===== src/rtl/alarm_pkg.sv =====
// Package: register offsets and field positions shared by the alarm unit.
// Assumes byte addressing with word-aligned registers.
package alarm_pkg;
    localparam int ADDR_W = 8;
    localparam logic [ADDR_W-1:0] OFS_ALM_LO  = 8'h20;
    localparam logic [ADDR_W-1:0] OFS_ALM_HI  = 8'h24;
    localparam logic [ADDR_W-1:0] OFS_RAW     = 8'h54;
    localparam logic [ADDR_W-1:0] OFS_STAT    = 8'h58;
    localparam logic [ADDR_W-1:0] OFS_EN_SET  = 8'h5C;
    localparam logic [ADDR_W-1:0] OFS_EN_CLR  = 8'h60;
    localparam logic [ADDR_W-1:0] OFS_RELOAD  = 8'h68;
endpackage


===== src/rtl/alarm_regs.sv =====
// Module: register decode for the alarm unit. It holds the alarm value and the
// enables, produces clear and reload strobes, and muxes the read data.
// Assumes a single access per cycle; reads are combinational on bus_addr.
module alarm_regs
    import alarm_pkg::*;
#(
    parameter int CNT_W  = 48,
    parameter int DATA_W = 32,
    parameter int NSRC   = 2
) (
    input  logic              clk,
    input  logic              rst_n,
    input  logic              bus_valid,
    input  logic              bus_write,
    input  logic [ADDR_W-1:0] bus_addr,
    input  logic [DATA_W-1:0] bus_wdata,
    input  logic [NSRC-1:0]   copy_q,
    output logic [DATA_W-1:0] bus_rdata,
    output logic [CNT_W-1:0]  alarm_q,
    output logic [NSRC-1:0]   en_q,
    output logic [NSRC-1:0]   w1c_bits,
    output logic              reload_req
);
    localparam int HI_W = CNT_W - DATA_W;

    logic              wr;
    logic [NSRC-1:0]   set_bits, clr_bits;

    // Decode write strobes per register.
    always_comb begin
        wr         = bus_valid && bus_write;
        set_bits   = (wr && bus_addr == OFS_EN_SET) ? bus_wdata[NSRC-1:0] : '0;
        clr_bits   = (wr && bus_addr == OFS_EN_CLR) ? bus_wdata[NSRC-1:0] : '0;
        w1c_bits   = (wr && bus_addr == OFS_STAT)   ? bus_wdata[NSRC-1:0] : '0;
        reload_req = wr && bus_addr == OFS_RELOAD && bus_wdata[DATA_W-1];
    end

    // Hold the two alarm words.
    always_ff @(posedge clk) begin
        if (!rst_n) begin
            alarm_q <= '0;
        end else if (wr && bus_addr == OFS_ALM_LO) begin
            alarm_q[DATA_W-1:0] <= bus_wdata;
        end else if (wr && bus_addr == OFS_ALM_HI) begin
            alarm_q[CNT_W-1:DATA_W] <= bus_wdata[HI_W-1:0];
        end
    end

    // Update enables from the set and clear registers.
    always_ff @(posedge clk) begin
        if (!rst_n) en_q <= '0;
        else        en_q <= (en_q | set_bits) & ~clr_bits;
    end

    // Select read data by offset.
    always_comb begin
        unique case (bus_addr)
            OFS_ALM_LO: bus_rdata = alarm_q[DATA_W-1:0];
            OFS_ALM_HI: bus_rdata = {{(DATA_W-HI_W){1'b0}}, alarm_q[CNT_W-1:DATA_W]};
            OFS_RAW:    bus_rdata = {{(DATA_W-NSRC){1'b0}}, copy_q};
            OFS_STAT:   bus_rdata = {{(DATA_W-NSRC){1'b0}}, copy_q & en_q};
            OFS_EN_SET: bus_rdata = {{(DATA_W-NSRC){1'b0}}, en_q};
            default:    bus_rdata = '0;
        endcase
    end

    // a set write leaves the enable high.
    a_r4_enable_set: assert property (@(posedge clk) disable iff (!rst_n)
        (wr && bus_addr == OFS_EN_SET && bus_wdata[0]) |=> en_q[0]);
    // a clear write leaves the enable low.
    a_r5_enable_clr: assert property (@(posedge clk) disable iff (!rst_n)
        (wr && bus_addr == OFS_EN_CLR && bus_wdata[0]) |=> !en_q[0]);
endmodule


===== src/rtl/alarm_slow.sv =====
// Module: slow-domain status. It compares the count with the alarm value and
// keeps sticky event bits that change only on slow_tick. A clear requested
// from the bus is held pending until the next tick, and a set beats that clear.
// Assumes slow_tick is a one-cycle strobe already synchronous to clk.
module alarm_slow #(
    parameter int CNT_W = 48,
    parameter int NSRC  = 2
) (
    input  logic             clk,
    input  logic             rst_n,
    input  logic             slow_tick,
    input  logic [CNT_W-1:0] sec_count,
    input  logic [CNT_W-1:0] alarm_q,
    input  logic [NSRC-2:0]  alt_event,
    input  logic [NSRC-1:0]  w1c_bits,
    output logic [NSRC-1:0]  evt_q,
    output logic [NSRC-1:0]  set_pulse
);
    logic [NSRC-1:0] src, clr_pend;

    // Gather event sources; bit 0 is the compare match.
    always_comb begin
        src       = {alt_event, sec_count == alarm_q};
        set_pulse = slow_tick ? src : '0;
    end

    // Hold clear requests until they reach a tick.
    always_ff @(posedge clk) begin
        if (!rst_n)         clr_pend <= '0;
        else if (slow_tick) clr_pend <= w1c_bits;
        else                clr_pend <= clr_pend | w1c_bits;
    end

    for (genvar i = 0; i < NSRC; i++) begin : g_evt
        // Sticky event bit; a set has priority over a pending clear.
        always_ff @(posedge clk) begin
            if (!rst_n)         evt_q[i] <= 1'b0;
            else if (slow_tick) evt_q[i] <= src[i] | (evt_q[i] & ~clr_pend[i]);
        end
    end

    // a matching tick leaves status bit 0 set.
    a_r3_set_on_match: assert property (@(posedge clk) disable iff (!rst_n)
        (slow_tick && sec_count == alarm_q) |=> evt_q[0]);
    // slow status never moves between ticks.
    a_r7_hold_between_ticks: assert property (@(posedge clk) disable iff (!rst_n)
        !slow_tick |=> $stable(evt_q));
    // a match with a clear pending still leaves the bit set.
    a_r8_set_beats_clear: assert property (@(posedge clk) disable iff (!rst_n)
        (slow_tick && sec_count == alarm_q && clr_pend[0]) |=> evt_q[0]);
endmodule


===== src/rtl/alarm_shadow.sv =====
// Module: bus-side status copy. New events set it at once, a write-one clear
// empties it at once, and a reload overwrites it with the slow-domain status.
// Assumes only one of clear or reload can occur per cycle.
module alarm_shadow #(
    parameter int NSRC = 2
) (
    input  logic            clk,
    input  logic            rst_n,
    input  logic [NSRC-1:0] evt_q,
    input  logic [NSRC-1:0] set_pulse,
    input  logic [NSRC-1:0] w1c_bits,
    input  logic            reload_req,
    output logic [NSRC-1:0] copy_q
);
    for (genvar i = 0; i < NSRC; i++) begin : g_copy
        // Track one status bit on the bus side.
        always_ff @(posedge clk) begin
            if (!rst_n)          copy_q[i] <= 1'b0;
            else if (reload_req) copy_q[i] <= evt_q[i] | set_pulse[i];
            else                 copy_q[i] <= (copy_q[i] & ~w1c_bits[i]) | set_pulse[i];
        end
    end

    // a reload with no new event makes the copy equal the slow status.
    a_r9_reload_copies: assert property (@(posedge clk) disable iff (!rst_n)
        (reload_req && set_pulse == '0) |=> copy_q == $past(evt_q));
endmodule


===== src/rtl/alarm_compare_irq.sv =====
// Module: top of the seconds alarm unit. It wires the register decode, the
// slow-domain status and the bus-side copy together and drives the interrupt.
// Assumes DATA_W is 32 and NSRC is at least 2.
module alarm_compare_irq #(
    parameter int CNT_W  = 48,
    parameter int DATA_W = 32,
    parameter int NSRC   = 2
) (
    input  logic              clk,
    input  logic              rst_n,
    input  logic              slow_tick,
    input  logic [CNT_W-1:0]  sec_count,
    input  logic              alt_event,
    input  logic              bus_valid,
    input  logic              bus_write,
    input  logic [7:0]        bus_addr,
    input  logic [DATA_W-1:0] bus_wdata,
    output logic [DATA_W-1:0] bus_rdata,
    output logic              irq
);
    logic [CNT_W-1:0] alarm_q;
    logic [NSRC-1:0]  en_q, w1c_bits, evt_q, set_pulse, copy_q;
    logic             reload_req;

    alarm_regs #(.CNT_W(CNT_W), .DATA_W(DATA_W), .NSRC(NSRC)) u_regs (
        .clk(clk), .rst_n(rst_n), .bus_valid(bus_valid), .bus_write(bus_write),
        .bus_addr(bus_addr), .bus_wdata(bus_wdata), .copy_q(copy_q),
        .bus_rdata(bus_rdata), .alarm_q(alarm_q), .en_q(en_q),
        .w1c_bits(w1c_bits), .reload_req(reload_req)
    );

    alarm_slow #(.CNT_W(CNT_W), .NSRC(NSRC)) u_slow (
        .clk(clk), .rst_n(rst_n), .slow_tick(slow_tick), .sec_count(sec_count),
        .alarm_q(alarm_q), .alt_event({(NSRC-1){alt_event}}),
        .w1c_bits(w1c_bits), .evt_q(evt_q), .set_pulse(set_pulse)
    );

    alarm_shadow #(.NSRC(NSRC)) u_shadow (
        .clk(clk), .rst_n(rst_n), .evt_q(evt_q), .set_pulse(set_pulse),
        .w1c_bits(w1c_bits), .reload_req(reload_req), .copy_q(copy_q)
    );

    // Level interrupt from enabled slow-domain status.
    always_comb irq = |(evt_q & en_q);

    // with every enable off the interrupt is low.
    a_r6_no_irq_when_disabled: assert property (@(posedge clk) disable iff (!rst_n)
        (en_q == '0) |-> !irq);
endmodule


===== config.mk =====
export PLATFORM = sky130hd
export DESIGN_NAME = alarm_compare_irq
export DESIGN_NICKNAME = d
export VERILOG_FILES = /design/src/rtl/alarm_pkg.sv /design/src/rtl/alarm_regs.sv /design/src/rtl/alarm_slow.sv /design/src/rtl/alarm_shadow.sv /design/src/rtl/alarm_compare_irq.sv
export SDC_FILE = /design/constraint.sdc
export NUM_CORES = 1
export LEC_CHECK = 0
export BUFFER_PORTS_ARGS = -buffer_cell sky130_fd_sc_hd__buf_4
export CAP_MARGIN = 20
export CORE_MARGIN = 10
export CORE_UTILIZATION = 43
export CTS_CLUSTER_SIZE = 28
export DETAILED_ROUTE_END_ITERATION = 10
export PLACE_DENSITY = 0.78
export SLEW_MARGIN = 30
export SYNTH_ARGS = -nofsm -noshare
export SYNTH_HDL_FRONTEND = slang
export SYNTH_SLANG_ARGS = --single-unit
export TNS_END_PERCENT = 20

===== constraint.sdc =====
create_clock -name clk -period 2.8 [get_ports clk]
set_input_delay 0.56 -clock clk [delete_from_list [all_inputs] [get_ports clk]]
set_output_delay 0.56 -clock clk [all_outputs]
set_load 0.05 [all_outputs]

# After elaboration in Yosys (flattened, before gate mapping)
# Cells that the tools add are included.
[totals] in_bits=94 regBits=56 out_inout_bits=33 elab_cells=55
[classes] bitwise=21 n_reduce_logical=10 n_eq_ne=8 mux=8
[ops] op="32-bit case mux with 5 select lines" count=1
[ops] op="48-bit == test" count=1
[ops] op="8-bit by 7-bit == test with 1-bit output, second input constant" count=5
[ops] op="8-bit by 6-bit == test with 1-bit output, second input constant" count=2
[ops] op="2-bit two-way mux" count=5
[ops] op="1-bit logical AND" count=8
[ops] op="2-bit AND" count=3
[ops] op="1-bit OR" count=6
[ops] op="1-bit NOT" count=5
[ops] op="1-bit AND" count=4
[ops] op="2-bit OR" count=2
[ops] op="1-bit two-way mux" count=2
[ops] op="2-bit NOT" count=1
[ops] op="2-bit AND reduction" count=1
[ops] op="2-bit OR reduction" count=1

# Depth between registers and ports, before layout
# Gate-level depths: netlist of run 1.
[depth] depth_word=7 ltp_mapped=7 mapped_depth_nobuf=5

# By module
# From an unflattened synthesis of run 1, not the netlist that was laid out.
[hier_totals] cells_unflattened=354 hier_area_um2=3166.8
[by_module_without_submodules] mod="alarm_regs" n_inst=1 seq_area_each_um2=1001.0 cells_per_inst=261 area_per_inst_um2=2379.8
[by_module_without_submodules] mod="alarm_slow" n_inst=1 seq_area_each_um2=80.1 cells_per_inst=84 area_per_inst_um2=695.7
[by_module_without_submodules] mod="alarm_shadow" n_inst=1 seq_area_each_um2=40.0 cells_per_inst=8 area_per_inst_um2=82.6
[by_module_without_submodules] mod="alarm_compare_irq" n_inst=1 seq_area_each_um2=0.0 cells_per_inst=1 area_per_inst_um2=8.8

# Least setup slack after synthesis of run 1
# Ideal clock, no wire load.
[synth_path] path_kind="input to output" start="input port bus_addr[7]" end="output port bus_rdata[10]" path_slack_ps=-98 arrival_ps=2338 path_stages=5 path_cell_list="or3_4 or2_4 nor4b_2 buf_4 a22o_1"
[synth_via] elab_chain_cells=2 elab_cells_between_ends=6 cone_classes="eq/ne: 5; mux: 1"
[synth_rtl] element="from (decl)" line_no="alarm_compare_irq.sv:16" text="input logic [7:0] bus_addr,"
[synth_rtl] element="8-bit by 7-bit == test with 1-bit output or 8-bit by 6-bit == test with 1-bit output (tied branches)" line_no="alarm_regs.sv:57" text="unique case (bus_addr)"
[synth_rtl] element="32-bit case mux with 5 select lines *" line_no="alarm_regs.sv:57"
[synth_rtl] element="to (decl)" line_no="alarm_compare_irq.sv:18" text="output logic [DATA_W-1:0] bus_rdata,"
# Every way passes the cells marked *; elsewhere a longest branch is shown, timed or not.

# Worst setup path in the final report of run 1
[layout_path] start="input port bus_addr[1]" end="output port bus_rdata[14]"
# The elaborated chain is that of the path after synthesis.

==> report_table.html, run 1 <==
<table>
<tr><th>Metric</th><th>Value</th></tr>
<tr><th colspan="2">GRT</th></tr>
<tr><td>Overflow left after global routing</td><td>0</td></tr>
<tr><td>Vias in the first global route</td><td>between 2000 and 3000</td></tr>
<tr><td>Maximum number of pins on one net before global-route repair</td><td>33</td></tr>
<tr><td>Initial antenna violation count</td><td>0</td></tr>
<tr><td>Global-route usage over all layers</td><td>17.8%</td></tr>
<tr><td>Global-route wire length before repair</td><td>14800 um</td></tr>
<tr><th colspan="2">STA</th></tr>
<tr><td>Share of the cycle needed by the critical path after routing</td><td>98.3%</td></tr>
<tr><td>Final Worst Setup Slack</td><td>48.5 ps</td></tr>
<tr><td>Maximum clock skew at final layout</td><td>10.2 ps</td></tr>
<tr><td>F_max</td><td>363 MHz</td></tr>
<tr><td>Post-layout minimum cycle time</td><td>2750 ps</td></tr>
<tr><td>Transition at the pin with the smallest max-transition slack</td><td>578 ps</td></tr>
<tr><td>Normalized max-slew margin</td><td>61.1%</td></tr>
<tr><td>Final setup violation count</td><td>0</td></tr>
<tr><td>Final Max Slew Viols</td><td>0</td></tr>
<tr><td>Final count of hold timing violations</td><td>0</td></tr>
<tr><th colspan="2">Yosys</th></tr>
<tr><td>Synthesized netlist net count</td><td>434</td></tr>
<tr><td>Share of synthesized registers carrying an async set or reset</td><td>0%</td></tr>
<tr><td>Post-synthesis cell count</td><td>between 300 and 400</td></tr>
<tr><td>Mean post-synth cell area</td><td>a little under 9 sq um</td></tr>
<tr><td>Count of flip-flops with a built-in enable after synthesis</td><td>0</td></tr>
<tr><td>Part of the Yosys area used for sequential elements</td><td>37.7%</td></tr>
<tr><td>Post-synthesis register bit count</td><td>56</td></tr>
<tr><td>Leading register cell type out of synthesis</td><td>dfxtp_1</td></tr>
<tr><td>Library cells used by synthesis</td><td>36</td></tr>
<tr><td>YS warnings</td><td>0</td></tr>
<tr><td>Cell Area, Synth</td><td>slightly below 3000 sq um</td></tr>
<tr><th colspan="2">Pwr</th></tr>
<tr><td>Total power divided by cell area</td><td>333 nW/um^2</td></tr>
<tr><td>Maximum vdd ir drop</td><td>0.201 mV</td></tr>
<tr><td>Leak Pwr</td><td>about 1.6 nW</td></tr>
<tr><th colspan="2">Cells and area</th></tr>
<tr><td>NumNets Final</td><td>567</td></tr>
<tr><td>Fraction of final layout cells sized beyond drive strength 1</td><td>34.0%</td></tr>
<tr><td>Most common library cell in the layout ignoring fill and taps</td><td>buf_4</td></tr>
<tr><td>Synthesis-to-layout area growth</td><td>44.6%</td></tr>
<tr><td>Post-route cell area</td><td>4300 sq um</td></tr>
<tr><td>Leading cell types in the layout, fill and taps excluded</td><td>118 x buf_4, 56 x dfxtp_1, 46 x xnor2_1, 45 x nand2_1, 34 x nor2_1</td></tr>
<tr><td>Inserted Diodes</td><td>0</td></tr>
<tr><td>Core occupancy in the finished layout</td><td>63.6%</td></tr>
<tr><th colspan="2">Setup path</th></tr>
<tr><td>Highest fanout seen on the critical path</td><td>7</td></tr>
<tr><td>Category of the critical setup timing path</td><td>in2out</td></tr>
<tr><td>Crit path capture type</td><td>primary output</td></tr>
<tr><td>First element of the critical path</td><td>bus_addr[1]</td></tr>
<tr><td>Required time at the endpoint of the critical path</td><td>2240 ps</td></tr>
<tr><td>Worst r2r src</td><td>u_regs.alarm_q[34]</td></tr>
<tr><td>Type of element launching the critical path</td><td>primary input</td></tr>
<tr><td>Worst EP arrival</td><td>2190 ps</td></tr>
<tr><th colspan="2">Hold path</th></tr>
<tr><td>Startpoint of the tightest hold check path</td><td>bus_wdata[27]</td></tr>
<tr><td>Hold Path Class</td><td>in2reg</td></tr>
<tr><th colspan="2">Die</th></tr>
<tr><td>Area of the core region</td><td>6760 sq um</td></tr>
<tr><td>Boundary Pins</td><td>127</td></tr>
<tr><td>Placement Rows</td><td>30</td></tr>
<tr><td>Y dimension of the die</td><td>103 um</td></tr>
<tr><td>Die ar.</td><td>10600 sq um</td></tr>
<tr><td>Initial core utilization</td><td>44.0%</td></tr>
<tr><td>Horiz. Die Dim</td><td>103 um</td></tr>
<tr><th colspan="2">Run</th></tr>
<tr><td>Count of maximum capacitance violations</td><td>0</td></tr>
<tr><th colspan="2">Placed design</th></tr>
<tr><td>Number of buffer cells added on primary ports</td><td>roughly 130</td></tr>
<tr><td>Setup slack after placement</td><td>a little over 10 ps</td></tr>
<tr><td>HPWL after DPL</td><td>~7800 um</td></tr>
<tr><td>Placed instance area</td><td>4050 sq um</td></tr>
<tr><td>RePlAce Congestion</td><td>around 0.85</td></tr>
<tr><th colspan="2">CTS</th></tr>
<tr><td>Root buf cell</td><td>clkbuf_8</td></tr>
<tr><td>Clock sink total</td><td>between 50 and 60</td></tr>
<tr><td>Number of buffers on the longest clock path</td><td>2</td></tr>
<tr><td>Clock tree from TritonCTS</td><td>done</td></tr>
<tr><td>Hold_buf cts</td><td>0</td></tr>
<tr><td>Clock latency on the worst-skew pair</td><td>just over 300 ps</td></tr>
<tr><td>Deepest level of the CTS H-tree</td><td>2</td></tr>
<tr><td>Clock-pin transition on the worst setup and hold timing paths</td><td>100 ps</td></tr>
<tr><td>Num CTS Buffers</td><td>5</td></tr>
<tr><th colspan="2">Outcome</th></tr>
<tr><td>Outcome</td><td>finished clean</td></tr>
<tr><th colspan="2">Route</th></tr>
<tr><td>Detailed-route vias per instance</td><td>5.39</td></tr>
<tr><td>Initial DRT Pass Iterations</td><td>6</td></tr>
<tr><td>Final routed wirelength across all metal layers</td><td>10300 um</td></tr>
<tr><td>Routed via count</td><td>2978</td></tr>
<tr><td>Final antenna-violating net count</td><td>0</td></tr>
<tr><td>Post-route DRC</td><td>0</td></tr>
<tr><td>Wire per inst</td><td>18.6 um</td></tr>
<tr><td>Number of DRC violations after detailed-routing iteration 0</td><td>142</td></tr>
</table>
[sequential cells by signal, summed over array words and instances (netlist names)]
register	flops
u_regs.alarm_q	48
u_regs.en_q	2
u_shadow.copy_q	2
u_slow.clr_pend	2
u_slow.evt_q	2
[per-stage QoR]
step                power (mW)  hold WS, ps  instances  setup TNS [ps]
floorplan                0.878          443        340            -756
global placement          1.01          472        542               0
detailed placement        1.01          476        542               0
CTS                       1.43          476        549               0
global route              1.48          478        553            -143
finish                    1.43          475        553               0
[repair_timing]
item                       4_1_cts  5_1_grt
pin swaps                        0        4
gates resized for setup          1       22
setup endpoints to repair        1       32
gates cloned                     0        3
setup buffers                    0        1
[routing by layer]
layer  up-vias  track usage (%)  routed length [um]
li1       1437                -                   -
met4         0             4.81                 119
met1      1424             21.1                4160
met5         -                0                   0
met2       110             30.5                5110
met3         7             5.29                 878
[critical path, cell delays in order]
cell and delay, ps:
buf_4 110, or3_4 380, nor4_4 130, buf_4 150
nor2b_4 310, clkbuf_16 220, a22o_1 160, buf_6 160
[report_power, final]
group          switching (mW)  internal [mW]  leakage (nW)  total (mW)
logic                  0.0792          0.119          1.14       0.199
clock network           0.261          0.170        0.0400       0.432
registers             0.00213          0.798         0.451       0.800
total                   0.342           1.09          1.63        1.43
[cell families (layout without fill, tap and decap cells)]
kind of cell,Yosys count,count (layout),share of synthesized area [%]
multiplexers,33,33,11.2
AND/OR/NAND/NOR,135,135,22.8
buffers and inverters,20,153,3.62
AO/OA/AOI/OAI,49,49,10.9
flip-flops,56,56,37.7
XOR/XNOR,47,47,13.9
[synth_stat cells, types with 5 or more instances]
master / instances / area [sq um]
a22o_1: 15 / 131
xnor2_1: 46 / 403
nand4_1: 12 / 75.1
nand3_1: 5 / 25.0
nand2_1: 45 / 169
mux2i_1: 32 / 320
a21oi_1: 24 / 120
nor4_1: 6 / 37.5
nor2_1: 34 / 128
and2_1: 16 / 100
dfxtp_1: 56 / 1120
clkbuf_1: 9 / 33.8
[cell type report]
class | count | area (sq um)
Fill cell | 600 | 2460
Sequential cell | 56 | 1120
Clock buffer | 5 | 68.8
Timing Repair Buffer | 142 | 1200
Multi-Input combinational cell | 264 | 1780
Tap cell | 80 | 100
Inverter | 4 | 15.0
Clock inverter | 2 | 12.5
[final timing paths]
check,to,slack [ps],depth (start not counted)
worst max-delay path,bus_rdata[14],50,8
worst min-delay path,u_regs.alarm_q[27],470,3
worst max register to register,u_shadow.copy_q[0],1210,5
worst min register to register,u_regs.alarm_q[43],490,2
(Power assumes the default switching activity.)
==> run 2: changes to the inputs <==
--- a/config.mk
+++ b/config.mk
@@ -8,12 +8,12 @@
 export BUFFER_PORTS_ARGS = -buffer_cell sky130_fd_sc_hd__buf_4
 export CAP_MARGIN = 20
 export CORE_MARGIN = 10
-export CORE_UTILIZATION = 43
+export CORE_UTILIZATION = 48
 export CTS_CLUSTER_SIZE = 28
 export DETAILED_ROUTE_END_ITERATION = 10
-export PLACE_DENSITY = 0.78
+export PLACE_DENSITY = 0.85
 export SLEW_MARGIN = 30
 export SYNTH_ARGS = -nofsm -noshare
 export SYNTH_HDL_FRONTEND = slang
 export SYNTH_SLANG_ARGS = --single-unit
-export TNS_END_PERCENT = 20
+export TNS_END_PERCENT = 30
==> constraint.sdc (replaced) <==
create_clock -name clk -period 2.8 [get_ports clk]
set_input_delay 0.28 -clock clk [delete_from_list [all_inputs] [get_ports clk]]
set_output_delay 0.28 -clock clk [all_outputs]
set_load 0.05 [all_outputs]
==> run 2 against run 1 <==
- design area shrank 5.5%
- via count shrank 2.2%
- routed wire length shrank 3.7%
- setup slack gained 340 ps
- sequential share of layout area grew 1.5 points
- fmax grew 14%
- total power grew 0.13%
- core utilization grew 4.6 points
- critical endpoint is now bus_rdata[8]
- largest power group unchanged
==> report_table.html, run 2 (synthesized netlist as in run 1, its figures left out) <==
<table>
<tr><th>Metric</th><th>Value</th></tr>
<tr><th colspan="2">Outcome</th></tr>
<tr><td>Outcome</td><td>finished clean</td></tr>
<tr><th colspan="2">Die</th></tr>
<tr><td>Initial core utilization</td><td>49.9% (+5.9 points)</td></tr>
<tr><td>Placement Rows</td><td>28 (-6.7%)</td></tr>
<tr><td>Horiz. Die Dim</td><td>98.7 um (-4.3%)</td></tr>
<tr><td>Area of the core region</td><td>5960 sq um (-12%)</td></tr>
<tr><td>Die ar.</td><td>9740 sq um (-8.4%)</td></tr>
<tr><td>Boundary Pins</td><td>127 (unchanged)</td></tr>
<tr><td>Y dimension of the die</td><td>98.7 um (-4.3%)</td></tr>
<tr><th colspan="2">STA</th></tr>
<tr><td>Maximum clock skew at final layout</td><td>10.8 ps (+0.574 ps)</td></tr>
<tr><td>Transition at the pin with the smallest max-transition slack</td><td>774 ps (+196 ps)</td></tr>
<tr><td>Final Worst Setup Slack</td><td>388 ps (+339 ps)</td></tr>
<tr><td>Final setup violation count</td><td>0 (unchanged)</td></tr>
<tr><td>Post-layout minimum cycle time</td><td>2410 ps (-339 ps)</td></tr>
<tr><td>Final Max Slew Viols</td><td>0 (unchanged)</td></tr>
<tr><td>F_max</td><td>415 MHz (+14%)</td></tr>
<tr><td>Final count of hold timing violations</td><td>0 (unchanged)</td></tr>
<tr><td>Final Hold Slack</td><td>199 ps (-276 ps)</td></tr>
<tr><td>Final-layout setup total negative slack</td><td>0 ps (unchanged)</td></tr>
<tr><td>RSZ-0062 raised after global routing</td><td>false</td></tr>
<tr><td>Normalized max-slew margin</td><td>47.9% (-13 points)</td></tr>
<tr><td>Share of the cycle needed by the critical path after routing</td><td>86.2% (-12 points)</td></tr>
<tr><th colspan="2">Route</th></tr>
<tr><td>Met3 wire len</td><td>772 um (-12%)</td></tr>
<tr><td>Wire per inst</td><td>18.3 um (-1.4%)</td></tr>
<tr><td>Post-route DRC</td><td>0 (unchanged)</td></tr>
<tr><td>Initial DRT Pass Iterations</td><td>7 (+1)</td></tr>
<tr><td>Number of DRC violations after detailed-routing iteration 0</td><td>197 (+39%)</td></tr>
<tr><td>Final routed wirelength across all metal layers</td><td>9890 um (-3.7%)</td></tr>
<tr><td>Length of routed met2 wiring</td><td>4860 um (-5.0%)</td></tr>
<tr><td>Routed via count</td><td>2913 (-2.2%)</td></tr>
<tr><td>Detailed-route vias per instance</td><td>5.39 (+0.17%)</td></tr>
<tr><td>Final antenna-violating net count</td><td>0 (unchanged)</td></tr>
<tr><td>Top sig layer</td><td>met4</td></tr>
<tr><td>Routed metal-1 wirelength</td><td>4040 um (-3.0%)</td></tr>
<tr><th colspan="2">Setup path</th></tr>
<tr><td>Highest fanout seen on the critical path</td><td>13 (+6)</td></tr>
<tr><td>Reg2Reg Depth</td><td>5 (unchanged)</td></tr>
<tr><td>Reg2reg end</td><td>u_shadow.copy_q[0]</td></tr>
<tr><td>Type of element launching the critical path</td><td>primary input</td></tr>
<tr><td>Category of the critical setup timing path</td><td>in2out</td></tr>
<tr><td>Worst setup slack for register-to-register paths</td><td>1280 ps (+70 ps)</td></tr>
<tr><td>Worst EP arrival</td><td>2130 ps (-60 ps)</td></tr>
<tr><td>Crit path capture type</td><td>primary output</td></tr>
<tr><td>Required time at the endpoint of the critical path</td><td>2520 ps (+280 ps)</td></tr>
<tr><td>Worst r2r src</td><td>u_regs.alarm_q[35]</td></tr>
<tr><th colspan="2">Hold path</th></tr>
<tr><td>Worst hold path endpoint</td><td>u_regs.alarm_q[22]</td></tr>
<tr><td>Hold Path Class</td><td>in2reg</td></tr>
<tr><td>Min-Delay Path Depth</td><td>3 (unchanged)</td></tr>
<tr><td>Startpoint of the tightest hold check path</td><td>bus_wdata[22]</td></tr>
<tr><th colspan="2">GRT</th></tr>
<tr><td>Global-route wire length before repair</td><td>15600 um (+5.1%)</td></tr>
<tr><td>Overflow left after global routing</td><td>0 (unchanged)</td></tr>
<tr><td>Maximum number of pins on one net before global-route repair</td><td>35 (+6.1%)</td></tr>
<tr><td>Vias in the first global route</td><td>3045 (+2.7%)</td></tr>
<tr><td>Global-route usage over all layers</td><td>19.5% (+1.6 points)</td></tr>
<tr><td>Initial antenna violation count</td><td>0 (unchanged)</td></tr>
<tr><th colspan="2">CTS</th></tr>
<tr><td>Clock-pin transition on the worst setup and hold timing paths</td><td>100 ps (about the same)</td></tr>
<tr><td>Number of buffers on the longest clock path</td><td>2 (unchanged)</td></tr>
<tr><td>Hold_buf cts</td><td>0 (unchanged)</td></tr>
<tr><td>Clock tree from TritonCTS</td><td>done</td></tr>
<tr><td>Num CTS Buffers</td><td>5 (unchanged)</td></tr>
<tr><td>Clock sink total</td><td>56 (unchanged)</td></tr>
<tr><td>Clock latency on the worst-skew pair</td><td>310 ps (about the same)</td></tr>
<tr><td>Root buf cell</td><td>clkbuf_8</td></tr>
<tr><td>Cts repair resizes</td><td>0 (-1)</td></tr>
<tr><td>Postcts setup bufs</td><td>0 (unchanged)</td></tr>
<tr><td>Deepest level of the CTS H-tree</td><td>2 (unchanged)</td></tr>
<tr><th colspan="2">Cells and area</th></tr>
<tr><td>Core occupancy in the finished layout</td><td>68.2% (+4.6 points)</td></tr>
<tr><td>Storage cell area</td><td>1120 sq um (unchanged)</td></tr>
<tr><td>Area of combinational cells with multiple inputs</td><td>1750 sq um (-1.8%)</td></tr>
<tr><td>Filler cells</td><td>505 (-16%)</td></tr>
<tr><td>Fraction of final layout cells sized beyond drive strength 1</td><td>31.6% (-2.4 points)</td></tr>
<tr><td>NumNets Final</td><td>558 (-1.6%)</td></tr>
<tr><td>Most flop-heavy register</td><td>u_regs.alarm_q</td></tr>
<tr><td>Post-route cell area</td><td>4060 sq um (-5.5%)</td></tr>
<tr><td>Leading cell types in the layout, fill and taps excluded</td><td>133 x buf_4, 56 x dfxtp_1, 46 x xnor2_1, 45 x nand2_1, 34 x nor2_1</td></tr>
<tr><td>Largest register FFs</td><td>48 (unchanged)</td></tr>
<tr><td>Inserted Diodes</td><td>0 (unchanged)</td></tr>
<tr><td>Most common library cell in the layout ignoring fill and taps</td><td>buf_4</td></tr>
<tr><td>Synthesis-to-layout area growth</td><td>36.6%</td></tr>
<tr><th colspan="2">Pwr</th></tr>
<tr><td>Pint</td><td>1.09 mW (+0.53%)</td></tr>
<tr><td>Total power divided by cell area</td><td>353 nW/um^2 (+6.0%)</td></tr>
<tr><td>Switching portion of total power</td><td>23.6% (-0.30 points)</td></tr>
<tr><td>Combinational Power Share</td><td>13.3% (-0.6 points)</td></tr>
<tr><td>Switching power of the nets</td><td>0.339 mW (-1.1%)</td></tr>
<tr><td>Part of the total power dissipated in the clock network</td><td>30.8% (+0.6 points)</td></tr>
<tr><td>Maximum vdd ir drop</td><td>0.267 mV (+33%)</td></tr>
<tr><td>Power share of the sequential group</td><td>55.9% (about the same)</td></tr>
<tr><td>Leak Pwr</td><td>1.55 nW (-5.3%)</td></tr>
<tr><th colspan="2">Placed design</th></tr>
<tr><td>Placed instance area</td><td>3970 sq um (-1.8%)</td></tr>
<tr><td>RePlAce Congestion</td><td>0.914 (+7.1%)</td></tr>
<tr><td>Number of buffer cells added on primary ports</td><td>126 (unchanged)</td></tr>
<tr><td>Setup slack after placement</td><td>410 ps (+400 ps)</td></tr>
<tr><td>HPWL after DPL</td><td>8000 um (+2.8%)</td></tr>
<tr><th colspan="2">Run</th></tr>
<tr><td>Count of maximum capacitance violations</td><td>0 (unchanged)</td></tr>
</table>
run 2: routing by layer:
layer / GRT usage (%) / up-vias
met1: 22.4 / 1349
met5: 0 / -
met2: 34.1 / 129
met4: 5.84 / 0
met3: 5.45 / 18
li1: - / 1417
run 2: area by class of cell:
cell class	count	area share (%)
clock buffers	7	1.88
repair buffers	133	24.6
clock inverters	1	0.216
well taps	75	2.31
multi-input cells	264	43.0
flip-flops and latches	56	27.6
inverters	4	0.370
run 2: how the worst max path moves through the flow:
| stage | start | endpoint | slack [ps] |
|---|---|---|---|
| 2_1_floorplan | bus_addr[7] | bus_rdata[10] | 460 |
| 3_3_place_gp | bus_addr[7] | bus_rdata[15] | 450 |
| 3_5_place_dp | bus_addr[7] | bus_rdata[6] | 410 |
| 4_1_cts | bus_addr[7] | bus_rdata[6] | 400 |
| 5_1_grt | bus_addr[7] | bus_rdata[2] | 320 |
| 6_report | bus_addr[7] | bus_rdata[8] | 390 |
run 2: power groups by stage:
stage | clock [mW] | combinational [mW] | sequential (mW)
floorplan | 0 | 0.0596 | 0.818
global placement | 0 | 0.187 | 0.819
detailed placement | 0 | 0.190 | 0.819
CTS | 0.440 | 0.191 | 0.800
global route | 0.473 | 0.205 | 0.801
finish | 0.441 | 0.191 | 0.801
run 2: metrics by stage:
step | power (mW) | cells
finish | 1.43 | 540
global route | 1.48 | 540
detailed placement | 1.01 | 532
floorplan | 0.878 | 340
global placement | 1.01 | 532
CTS | 1.43 | 540
run 2: worst max-delay path: stages:
cell and delay, ps:
buf_4 110, or3_4 400, or2_4 280, nor4b_2 390, buf_4 290, a22o_1 170, buf_4 200
==> run 3: changes to the inputs <==
--- a/config.mk
+++ b/config.mk
@@ -11,6 +11,7 @@
 export CORE_UTILIZATION = 48
 export CTS_CLUSTER_SIZE = 28
 export DETAILED_ROUTE_END_ITERATION = 10
+export GPL_TIMING_DRIVEN = 0
 export PLACE_DENSITY = 0.85
 export SLEW_MARGIN = 30
 export SYNTH_ARGS = -nofsm -noshare
==> run 3 against run 2 <==
- fmax decreased by 5.4%
- sequential cell count unchanged
- via count rose by 3.4%
- critical path type unchanged
- largest power group unchanged
- design area increased by 1.4%
- total power rose by 2.2%
- first-iteration DRC count increased by 3.6%
- core utilization increased by 0.92 points
- worst hold slack worse by 12 ps
- critical endpoint is now bus_rdata[17]
- sequential power barely moved
- non-clock buffer count grew 9
- combinational power is 4% higher
==> report_table.html, run 3 (synthesized netlist as in run 1, its figures left out) <==
<table>
<tr><th>Metric</th><th>Value</th></tr>
<tr><th colspan="2">STA</th></tr>
<tr><td>RSZ-0062 raised after global routing</td><td>false</td></tr>
<tr><td>Final Max Slew Viols</td><td>0 (unchanged)</td></tr>
<tr><td>Maximum clock skew at final layout</td><td>13.6 ps (+2.77 ps)</td></tr>
<tr><td>Normalized max-slew margin</td><td>48.8% (+0.87 points)</td></tr>
<tr><td>Final count of hold timing violations</td><td>0 (unchanged)</td></tr>
<tr><td>Share of the cycle needed by the critical path after routing</td><td>91.1% (+5.0 points)</td></tr>
<tr><td>F_max</td><td>392 MHz (-5.4%)</td></tr>
<tr><td>Final-layout setup total negative slack</td><td>0 ps (unchanged)</td></tr>
<tr><td>Final setup violation count</td><td>0 (unchanged)</td></tr>
<tr><td>Post-layout minimum cycle time</td><td>2550 ps (+139 ps)</td></tr>
<tr><td>Final Worst Setup Slack</td><td>249 ps (-139 ps)</td></tr>
<tr><td>Transition at the pin with the smallest max-transition slack</td><td>761 ps (-12.9 ps)</td></tr>
<tr><th colspan="2">CTS</th></tr>
<tr><td>Number of buffers on the longest clock path</td><td>2 (unchanged)</td></tr>
<tr><td>Postcts setup bufs</td><td>0 (unchanged)</td></tr>
<tr><td>Deepest level of the CTS H-tree</td><td>2 (unchanged)</td></tr>
<tr><td>Cts repair resizes</td><td>0 (unchanged)</td></tr>
<tr><td>Hold_buf cts</td><td>0 (unchanged)</td></tr>
<tr><td>Clock tree from TritonCTS</td><td>done</td></tr>
<tr><td>Clock latency on the worst-skew pair</td><td>330 ps (+20 ps)</td></tr>
<tr><td>Num CTS Buffers</td><td>5 (unchanged)</td></tr>
<tr><td>Clock-pin transition on the worst setup and hold timing paths</td><td>110 ps (about the same)</td></tr>
<tr><td>Clock sink total</td><td>56 (unchanged)</td></tr>
<tr><td>Root buf cell</td><td>clkbuf_8</td></tr>
<tr><th colspan="2">Setup path</th></tr>
<tr><td>Category of the critical setup timing path</td><td>in2out</td></tr>
<tr><td>Type of element launching the critical path</td><td>primary input</td></tr>
<tr><td>Cell with the largest stage delay on the worst path</td><td>or3_4</td></tr>
<tr><td>Crit path capture type</td><td>primary output</td></tr>
<tr><td>Kind of cell with the highest combined delay on the critical path</td><td>simple AND/OR/NAND/NOR gates</td></tr>
<tr><td>Library cell appearing most often on the critical path</td><td>buf_4</td></tr>
<tr><td>Reg2reg end</td><td>u_shadow.copy_q[0]</td></tr>
<tr><td>Worst EP arrival</td><td>2270 ps (+140 ps)</td></tr>
<tr><td>Required time at the endpoint of the critical path</td><td>2520 ps (about the same)</td></tr>
<tr><td>Reg2Reg Depth</td><td>5 (unchanged)</td></tr>
<tr><td>Max incr delay on CP</td><td>400 ps (about the same)</td></tr>
<tr><td>Critical path buffers and inverters</td><td>3 (unchanged)</td></tr>
<tr><td>Highest fanout seen on the critical path</td><td>10 (-3)</td></tr>
<tr><td>CP Cell Sequence</td><td>buf_4, or3_4, nor4_1, nor2b_2, clkbuf_1, and2_1, buf_4</td></tr>
<tr><td>Worst setup slack for register-to-register paths</td><td>1220 ps (-60 ps)</td></tr>
<tr><td>Worst r2r src</td><td>u_regs.alarm_q[9]</td></tr>
<tr><th colspan="2">Die</th></tr>
<tr><td>Initial core utilization</td><td>49.9% (unchanged)</td></tr>
<tr><td>Placement Rows</td><td>28 (unchanged)</td></tr>
<tr><td>Boundary Pins</td><td>127 (unchanged)</td></tr>
<tr><td>Die ar.</td><td>9740 sq um (unchanged)</td></tr>
<tr><td>Horiz. Die Dim</td><td>98.7 um (unchanged)</td></tr>
<tr><td>Y dimension of the die</td><td>98.7 um (unchanged)</td></tr>
<tr><td>Area of the core region</td><td>5960 sq um (unchanged)</td></tr>
<tr><th colspan="2">Run</th></tr>
<tr><td>Count of maximum capacitance violations</td><td>0 (unchanged)</td></tr>
<tr><th colspan="2">Route</th></tr>
<tr><td>Detailed-route vias per instance</td><td>5.49 (+1.7%)</td></tr>
<tr><td>Final routed wirelength across all metal layers</td><td>10400 um (+5.5%)</td></tr>
<tr><td>Number of DRC violations after detailed-routing iteration 0</td><td>204 (+3.6%)</td></tr>
<tr><td>Post-route DRC</td><td>0 (unchanged)</td></tr>
<tr><td>Wire per inst</td><td>19.0 um (+3.8%)</td></tr>
<tr><td>Final antenna-violating net count</td><td>0 (unchanged)</td></tr>
<tr><td>Initial DRT Pass Iterations</td><td>4 (-3)</td></tr>
<tr><td>Routed via count</td><td>3013 (+3.4%)</td></tr>
<tr><th colspan="2">Placed design</th></tr>
<tr><td>Number of buffer cells added on primary ports</td><td>126 (unchanged)</td></tr>
<tr><td>RePlAce Congestion</td><td>0.900 (-1.5%)</td></tr>
<tr><td>Setup slack after placement</td><td>57.9 ps (-353 ps)</td></tr>
<tr><td>HPWL after DPL</td><td>8310 um (+3.8%)</td></tr>
<tr><th colspan="2">Outcome</th></tr>
<tr><td>Outcome</td><td>finished clean</td></tr>
<tr><th colspan="2">Cells and area</th></tr>
<tr><td>NumNets Final</td><td>567 (+1.6%)</td></tr>
<tr><td>Largest register FFs</td><td>48 (unchanged)</td></tr>
<tr><td>Storage cell area</td><td>1120 sq um (unchanged)</td></tr>
<tr><td>Filler cells</td><td>499 (-1.2%)</td></tr>
<tr><td>Synthesis-to-layout area growth</td><td>38.4%</td></tr>
<tr><td>Inserted Diodes</td><td>0 (unchanged)</td></tr>
<tr><td>Fraction of final layout cells sized beyond drive strength 1</td><td>31.6% (+0.033 points)</td></tr>
<tr><td>Most common library cell in the layout ignoring fill and taps</td><td>buf_4</td></tr>
<tr><td>Area of combinational cells with multiple inputs</td><td>1750 sq um (+0.50%)</td></tr>
<tr><td>Leading cell types in the layout, fill and taps excluded</td><td>128 x buf_4, 56 x dfxtp_1, 46 x xnor2_1, 45 x nand2_1, 34 x nor2_1</td></tr>
<tr><td>Most flop-heavy register</td><td>u_regs.alarm_q</td></tr>
<tr><th colspan="2">Pwr</th></tr>
<tr><td>Switching power of the nets</td><td>0.370 mW (+9.2%)</td></tr>
<tr><td>Maximum vdd ir drop</td><td>0.246 mV (-7.7%)</td></tr>
<tr><td>Combinational Power Share</td><td>13.6% (+0.3 points)</td></tr>
<tr><td>Leak Pwr</td><td>1.57 nW (+1.7%)</td></tr>
<tr><td>Part of the total power dissipated in the clock network</td><td>31.7% (+0.9 points)</td></tr>
<tr><td>Sum of internal, switching and leakage power</td><td>1.46 mW (+2.2%)</td></tr>
<tr><td>Switching portion of total power</td><td>25.3% (+1.6 points)</td></tr>
<tr><td>Total power divided by cell area</td><td>356 nW/um^2 (+0.83%)</td></tr>
<tr><td>Power share of the sequential group</td><td>54.7% (-1.2 points)</td></tr>
<tr><td>Pint</td><td>1.09 mW (about the same)</td></tr>
<tr><th colspan="2">Hold path</th></tr>
<tr><td>Min-Delay Path Depth</td><td>3 (unchanged)</td></tr>
<tr><td>Startpoint of the tightest hold check path</td><td>bus_wdata[26]</td></tr>
<tr><td>Hold Path Class</td><td>in2reg</td></tr>
<tr><td>Worst hold path endpoint</td><td>u_regs.alarm_q[26]</td></tr>
<tr><th colspan="2">GRT</th></tr>
<tr><td>Global-route usage over all layers</td><td>20.6% (+1.1 points)</td></tr>
<tr><td>Initial antenna violation count</td><td>0 (unchanged)</td></tr>
<tr><td>Vias in the first global route</td><td>3119 (+2.4%)</td></tr>
<tr><td>Maximum number of pins on one net before global-route repair</td><td>19 (-46%)</td></tr>
<tr><td>Overflow left after global routing</td><td>0 (unchanged)</td></tr>
<tr><td>Global-route wire length before repair</td><td>16300 um (+4.8%)</td></tr>
</table>
[run 3: worst register-to-register path, cell delays in order, from the launching register on]
cell and delay (ps):
dfxtp_1 360, xnor2_1 210, nand4_1 170, nor4_1 410
nand4_1 210, o21ai_0 140
[run 3: power by group through the flow]
stage               registers, mW  clock network [mW]  logic (mW)
floorplan                   0.818                   0      0.0596
global placement            0.819                   0       0.191
detailed placement          0.819                   0       0.195
CTS                         0.801               0.461       0.196
global route                0.801               0.484       0.213
finish                      0.801               0.464       0.198
[run 3: per-stage QoR]
stage	area [sq um]	hold slack, ps	cells	util [%]
2_1_floorplan	2970	377	340	-
3_3_place_gp	4010	466	541	67.4
3_5_place_dp	4010	475	541	67.4
4_1_cts	4100	187	549	68.9
5_1_grt	4110	198	549	69.1
6_report	4110	187	549	69.1
[run 3: how the worst max path moves through the flow]
stage	slack [ps]	endpoint	startpoint	cells after the start
2_1_floorplan	460	bus_rdata[10]	bus_addr[7]	5
3_3_place_gp	80	bus_rdata[4]	bus_addr[7]	7
3_5_place_dp	60	bus_rdata[4]	bus_addr[7]	7
4_1_cts	50	bus_rdata[4]	bus_addr[7]	7
5_1_grt	60	bus_rdata[17]	bus_addr[7]	7
6_report	250	bus_rdata[17]	bus_addr[7]	7
[run 3: area by class of cell]
type	instances	share of cell area, %
Multi-Input combinational cell	264	42.6
Sequential cell	56	27.3
Timing Repair Buffer	126	23.0
Buffer	16	2.28
Tap cell	75	2.28
Clock buffer	5	1.67
Clock inverter	3	0.517
Inverter	4	0.365
[run 3: metal layers]
layer  wire [um]  share of wire [%]  vias up  GRT usage [%]
met5           0                  0        -              0
met4         138                1.3        0           5.40
met3         821                7.9       11           5.87
met2        5180                 50      121           35.6
met1        4290                 41     1446           24.3
li1            -                  -     1435              -
